<file path="src/rtl/ftr_pkg.sv">
package ftr_pkg;
  typedef struct packed {
    logic le;
    logic ce_n;
  } stage_ctl_t;

  function automatic logic stage_load(input stage_ctl_t c, input logic rise);
    return c.le | (rise & ~c.ce_n);
  endfunction
endpackage

</file>
<file path="src/rtl/ftr_edge.sv">
module ftr_edge (
  input  logic clk,
  input  logic rst,
  input  logic smp,
  output logic rise
);
  logic smp_q;

  always_ff @(posedge clk) begin
    if (rst) smp_q <= 1'b0;
    else     smp_q <= smp;
  end

  assign rise = smp & ~smp_q;

  assert_edge_single_R3: assert property (@(posedge clk) disable iff (rst)
    rise |=> !rise);
endmodule

</file>
<file path="src/rtl/ftr_cell_bank.sv">
module ftr_cell_bank #(
  parameter int LANES = 4,
  parameter int WAYS  = 4
) (
  input  logic                   clk,
  input  logic                   rst,
  input  logic [WAYS*LANES-1:0]  d,
  input  logic [WAYS-1:0]        le,
  input  logic                   rise,
  input  logic                   ce_n,
  output logic [WAYS*LANES-1:0]  q
);
  import ftr_pkg::*;

  for (genvar w = 0; w < WAYS; w++) begin : g_way
    stage_ctl_t ctl;
    assign ctl = '{le: le[w], ce_n: ce_n};

    always_ff @(posedge clk) begin
      if (rst)                        q[w*LANES +: LANES] <= '0;
      else if (stage_load(ctl, rise)) q[w*LANES +: LANES] <= d[w*LANES +: LANES];
    end

    assert_cell_transparent_R2: assert property (@(posedge clk) disable iff (rst)
      le[w] |=> q[w*LANES +: LANES] == $past(d[w*LANES +: LANES]));
    assert_cell_hold_R4: assert property (@(posedge clk) disable iff (rst)
      (!le[w] && !(rise && !ce_n)) |=> $stable(q[w*LANES +: LANES]));
  end
endmodule

</file>
<file path="src/rtl/ftr_sel.sv">
module ftr_sel #(
  parameter int LANES = 4,
  parameter int WAYS  = 4,
  localparam int SW   = $clog2(WAYS)
) (
  input  logic [WAYS*LANES-1:0] cells,
  input  logic [SW-1:0]         sel,
  output logic [LANES-1:0]      p
);
  always_comb begin
    p = '0;
    for (int w = 0; w < WAYS; w++)
      if (sel == SW'(w)) p = cells[w*LANES +: LANES];
  end
endmodule

</file>
<file path="src/rtl/ftr_out_stage.sv">
module ftr_out_stage #(
  parameter int LANES = 4
) (
  input  logic             clk,
  input  logic             rst,
  input  logic [LANES-1:0] p,
  input  logic             le,
  input  logic             ce_n,
  input  logic             rise,
  input  logic             oe_n,
  output logic [LANES-1:0] q,
  output logic             drive
);
  import ftr_pkg::*;
  stage_ctl_t ctl;
  assign ctl = '{le: le, ce_n: ce_n};

  always_ff @(posedge clk) begin
    if (rst) begin
      q     <= '0;
      drive <= 1'b0;
    end else begin
      if (stage_load(ctl, rise)) q <= p;
      drive <= ~oe_n;
    end
  end

  assert_out_transparent_R6: assert property (@(posedge clk) disable iff (rst)
    le |=> q == $past(p));
  assert_out_clocked_R7: assert property (@(posedge clk) disable iff (rst)
    (!le && rise && !ce_n) |=> q == $past(p));
  assert_out_hold_R8: assert property (@(posedge clk) disable iff (rst)
    (!le && !(rise && !ce_n)) |=> $stable(q));
  assert_drive_R9: assert property (@(posedge clk) disable iff (rst)
    1'b1 |=> drive == !$past(oe_n));
endmodule

</file>
<file path="src/rtl/ftr_fanin.sv">
module ftr_fanin #(
  parameter int LANES = 4,
  parameter int WAYS  = 4,
  localparam int SW   = $clog2(WAYS)
) (
  input  logic                  clk,
  input  logic                  rst,
  input  logic [WAYS*LANES-1:0] b_data,
  input  logic [WAYS-1:0]       cell_le,
  input  logic                  xfer_clk,
  input  logic                  cell_ce_n,
  input  logic [SW-1:0]         sel,
  input  logic                  out_le,
  input  logic                  out_ce_n,
  input  logic                  oe_n,
  output logic [LANES-1:0]      a_data,
  output logic                  a_drive
);
  logic                  rise;
  logic [WAYS*LANES-1:0] cells;
  logic [LANES-1:0]      p;

  ftr_edge u_edge (.clk(clk), .rst(rst), .smp(xfer_clk), .rise(rise));

  ftr_cell_bank #(.LANES(LANES), .WAYS(WAYS)) u_cells (
    .clk(clk), .rst(rst), .d(b_data), .le(cell_le),
    .rise(rise), .ce_n(cell_ce_n), .q(cells));

  ftr_sel #(.LANES(LANES), .WAYS(WAYS)) u_sel (.cells(cells), .sel(sel), .p(p));

  ftr_out_stage #(.LANES(LANES)) u_out (
    .clk(clk), .rst(rst), .p(p), .le(out_le), .ce_n(out_ce_n),
    .rise(rise), .oe_n(oe_n), .q(a_data), .drive(a_drive));

  assert_reset_clear_R1: assert property (@(posedge clk)
    rst |=> (a_data == '0 && !a_drive));
endmodule

</file>
<file path="config.mk">
export PLATFORM = sky130hd
export DESIGN_NAME = ftr_fanin
export DESIGN_NICKNAME = d
export VERILOG_FILES = /design/src/rtl/ftr_pkg.sv /design/src/rtl/ftr_edge.sv /design/src/rtl/ftr_cell_bank.sv /design/src/rtl/ftr_sel.sv /design/src/rtl/ftr_out_stage.sv /design/src/rtl/ftr_fanin.sv
export SDC_FILE = /design/constraint.sdc
export NUM_CORES = 1
export LEC_CHECK = 0
export BUFFER_PORTS_ARGS = -buffer_cell sky130_fd_sc_hd__buf_2
export CAP_MARGIN = 20
export CORE_MARGIN = 5
export CORE_UTILIZATION = 50
export DETAILED_ROUTE_END_ITERATION = 10
export PLACE_DENSITY = 0.8
export SLEW_MARGIN = 20
export SYNTH_ARGS = -nofsm -noshare
export SYNTH_HDL_FRONTEND = slang
export SYNTH_SLANG_ARGS = --single-unit
</file>
<file path="constraint.sdc">
create_clock -name clk -period 2.46 [get_ports clk]
set_input_delay 0.369 -clock clk [delete_from_list [all_inputs] [get_ports clk]]
set_output_delay 0.369 -clock clk [all_outputs]
set_load 0.03 [all_outputs]
</file>
[Word-level counts from Yosys, hierarchy flattened]
Index checks and enable logic that the tools add are counted.
Widths: inputs -> output; s select.
Word-level totals
  register bits after elaboration: 22
  word-level logic and storage cells: 27
  output and inout port bits: 5
  bits of input ports: 29
Cells by class
  reductions and logical operators: 1
  muxes and demuxes: 4
  equality and inequality tests: 3
  bitwise gates (word level): 12
Operators with widths (count)
  $mux 4: 4
  $or 1x1->1: 5
  $eq 2x2->1 const B: 2
  $not 1->1: 4
  $and 1x1->1: 3
  $eq 2x1->1 const B: 1
  $logic_not 2->1: 1

[Logic depth before layout (Yosys ltp)]
  depth after elaboration: 5
  gate-level depth with buffers: 5
  depth with buffers taken out: 3

[Modules after synthesis]
A second synthesis with hierarchy kept.
Second synthesis, totals
  cell total of the unflattened synthesis: 99
  area total of the unflattened synthesis: 1113.6 µm²
Modules (own cells, without submodules)
  ftr_cell_bank: times used 1, cells an instance 72, area each 747.0 µm², sequential area each 320.3 µm²
  ftr_out_stage: times used 1, cells an instance 20, area each 214.0 µm², sequential area each 100.1 µm²
  ftr_sel: times used 1, cells an instance 4, area each 105.1 µm², sequential area each 0.0 µm²
  ftr_edge: times used 1, cells an instance 3, area each 47.5 µm², sequential area each 20.0 µm²

[Worst setup path after synthesis]
No wires, ideal clock.
  path kind: input-to-reg
  start: input cell_ce_n
  end: register u_cells.q[5]
  data arrival time: 1.106 ns
  stages: 5
  path slack: 1.222 ns
  library setup time: 0.132 ns
  required time: 2.328 ns
  path buffers: 2
  cells stage by stage: or3b_1 -> buf_2 -> buf_6 -> nand3_2 -> a21oi_1
On the way
  longest elaborated chain between the ends: 3
Ends and longest elaborated chain
  start, declared: RTL line ftr_fanin.sv:11  | input logic cell_ce_n,
  $not 1->1: RTL line ftr_pkg.sv:8  | return c.le | (rise & ~c.ce_n);
  $and 1x1->1: RTL line ftr_pkg.sv:8
  $or 1x1->1: RTL line ftr_pkg.sv:8
  end signal, assigned by index: RTL line ftr_cell_bank.sv:21  | else if (stage_load(ctl, rise)) q[w*LANES +: LANES] <= d[w*LANES +: LANES];
  end, declared: RTL line ftr_cell_bank.sv:11  | output logic [WAYS*LANES-1:0] q
No other way between the ends.
A chain may end at the register's enable or synchronous reset.

[Worst setup path after layout]
  start: register u_edge.smp_q
  end: register u_cells.q[4]
On the way
  longest elaborated chain between the ends: 4
Ends and longest elaborated chain
  start, declared: RTL line ftr_edge.sv:7  | logic smp_q;
  start signal, assigned: RTL line ftr_edge.sv:11  | else smp_q <= smp;
  $not 1->1: RTL line ftr_edge.sv:14  | assign rise = smp & ~smp_q;
  $and 1x1->1: RTL line ftr_edge.sv:14
  $and 1x1->1: RTL line ftr_pkg.sv:8
  $or 1x1->1: RTL line ftr_pkg.sv:8
No other way between the ends.

==> impl_results.md <==
- Run status: finished clean
- Core Util, Final: 61.6%
- Rows: 16
- Hold-fix buffers, CTS: 0
- I/O pins: 34
- Unrepaired setup endpoints after global routing: no
- TritonCTS clock tree: built
- DR top layer: met4
- Num Clock Sinks: 22
- PwrDens: 548 mW/mm²
- Drt wl/cell: roughly 14 µm
- CP Launch Type: register
- TNS Setup: 0 ns
- Post-Synthesis Cells: 102
- Ranking of synthesized cells by area: dfxtp_1 44%, nand3_2 10%, a21oi_1 8.0%
- Drt total wl: 2.18 mm
- Clk_skew: 0.000770 ns
- Share of cells above drive strength 1: 39.1%
- Yosys cell types: 20
- Drt drc: 0
- Metal3 WL: 175 µm
- Die X: 54.8 µm
- Grt total ovfl: 0
- Post-CTS setup buffers: 0
- LEAKAGE: 0.484 nW
- Initial antenna violation count: 0
- Arr. time, crit path: 1.62 ns
- Final std cells w/o fill: 160
- Largest net degree at the start of global routing: 24
- Starting DRC count in detailed routing: 8
- Relative slew slack: 53.6%
- Part of the Yosys area used for sequential elements: 43.9%
- Synthesized area: 0.00100 mm²
- Post-DRT Antenna Nets: 0
- Final Cycle Share: 58.6%
- Worst-Margin Slew: 0.696 ns
- Num CTS Buffers: 3
- Synth area leader: dfxtp_1
- Area of the multi-input gates: 493 µm²
- Final setup fails: 0
- Inserted Diodes: 0
- Synth top area share: 43.9%
- Drt first pass iters: 6
- Asr flop ratio synth: 0%
- Layout fillers: slightly below 200
- H-tree depth: 1
- Area grow syn2layout: 19.4%
- Most frequent cell after synthesis: dfxtp_1
- Hold violation count in the final report: 0
- HP Class: in -> reg
- FF/Latch Area: roughly 440 µm²
- Post-route minimum period: approximately 1.4 ns
- Max-slew violation count: 0
- Final #Nets: 164
- Max VDD drop: 0.339 mV
- Clk Latency, worst-skew pair: roughly 0.3 ns
- Detailed placer's ending HPWL: about 1.7 mm
- Max-cap violations: 0
- Yosys warnings: 0
- Total power: 0.000656 W
- Syn Area/Cell: 9.83 µm²
- Critical Path End Type: register
- Vias in the first global route: 793
- Port bufs: 33
- Total Routing Usage GR: 16.4%
- First-pass GRT wire length: 3.38 mm
- Initial Utilization: 51.6%
- M1 wire length: roughly 930 µm
- Crit path kind: reg -> reg
- Cts repair resizes: 0
- Die Y-Extent: 54.8 µm
- Maximum clock rate: 694 MHz
- Inst Count DP: 157
- CP required: 2.64 ns
- DR WL met2: 1.05 mm
- Post-DR vias/cell: about 5.5
- Commonest cells in the synthesized netlist: 22 x dfxtp_1, 16 x a21oi_1, 10 x nand3_2, 10 x o21ai_1, 9 x inv_1
- Maximum root-to-sink buffer count: 2
- Post-synth EDFFs: 0
- Synthesized flop and latch total: 22
- Global placer's final weighted congestion: 0.755
- Syn Nets: 131
- Core Footprint: 0.00194 mm²
- Clock Pin Slew Worst Setup and Hold Paths: around 0.11 ns
- Via count: 877
- Root buf cell: clkbuf_4
- Die ar.: between 0.002 and 0.003 mm²
- Maximum net fanout on the critical path: 16
- Ys flop type: dfxtp_1
[power by group]
part	leakage, nW	switching [W]	internal, W
logic	0.288	0.0000600	0.0000488
clock network	0.0138	0.0000988	0.0000571
registers	0.181	0.0000133	0.000378
total	0.484	0.000172	0.000484
[worst max-delay path, cell delays in order (launching register included)]
cell     delay [ns]
dfxtp_1        0.35
or3b_1         0.68
nand3_1        0.20
a21oi_1        0.08
[flip-flops by register name (all words and copies together), names as in the netlist]
| register | cells |
|---|---|
| u_edge.smp_q | 1 |
| u_out.drive | 1 |
| u_out.q | 4 |
| u_cells.q | 16 |
[cell type report]
class | instances | share of cell area, %
Multi-Input combinational cell | 65 | 41.2
Tap cell | 27 | 2.82
Sequential cell | 22 | 36.8
Clock buffer | 3 | 1.88
Timing Repair Buffer | 34 | 14.4
Inverter | 9 | 2.82
[routing by layer]
metal	vias up	global-route usage, %
li1	447	-
met1	394	18.5
met2	32	28.3
met3	4	3.54
met4	0	8.71
met5	-	0
[worst paths after layout]
kind | start | to | slack (ns) | depth (start not counted)
worst max-delay path | u_edge.smp_q | u_cells.q[4] | 1.02 | 3
worst min-delay path | oe_n | u_out.drive | 0.21 | 2
worst max register to register | u_edge.smp_q | u_cells.q[4] | 1.02 | 3
worst min register to register | u_out.q[3] | u_out.q[3] | 0.47 | 2
[kinds of logic (layout without fill, tap and decap cells)]
group	count (synthesis)	in the layout	share of synthesized area [%]
compound gates	40	40	22.5
flops	22	22	43.9
simple gates	21	21	17.4
buf+inv	15	46	6.87
mux	4	4	9.36
[stage by stage]
| stage | area, µm² | worst slack (ns) | hold slack [ns] |
|---|---|---|---|
| floorplan | 1000 | 1.22 | 0.435 |
| global placement | 1170 | 0.943 | 0.449 |
| detailed placement | 1170 | 0.904 | 0.452 |
| CTS | 1200 | 1.01 | 0.204 |
| global route | 1200 | 0.908 | 0.200 |
| finish | 1200 | 1.02 | 0.207 |
[placed cells by master (no fill, tap or decap), drive strengths merged]
| cell | Yosys | layout |
|---|---|---|
| a21oi | 16 | 16 |
| buf | 4 | 34 |
| clkbuf | 2 | 3 |
| dfxtp | 22 | 22 |
| inv | 9 | 9 |
| mux4 | 4 | 4 |
| nand3 | 16 | 16 |
| nor2 | 1 | 1 |
| nor2b | 1 | 1 |
| nor3b | 2 | 2 |
| o211ai | 4 | 4 |
| o21ai | 16 | 16 |
| o41ai | 4 | 4 |
| or3b | 1 | 1 |
Note: power is estimated with default switching activity, not from simulation.
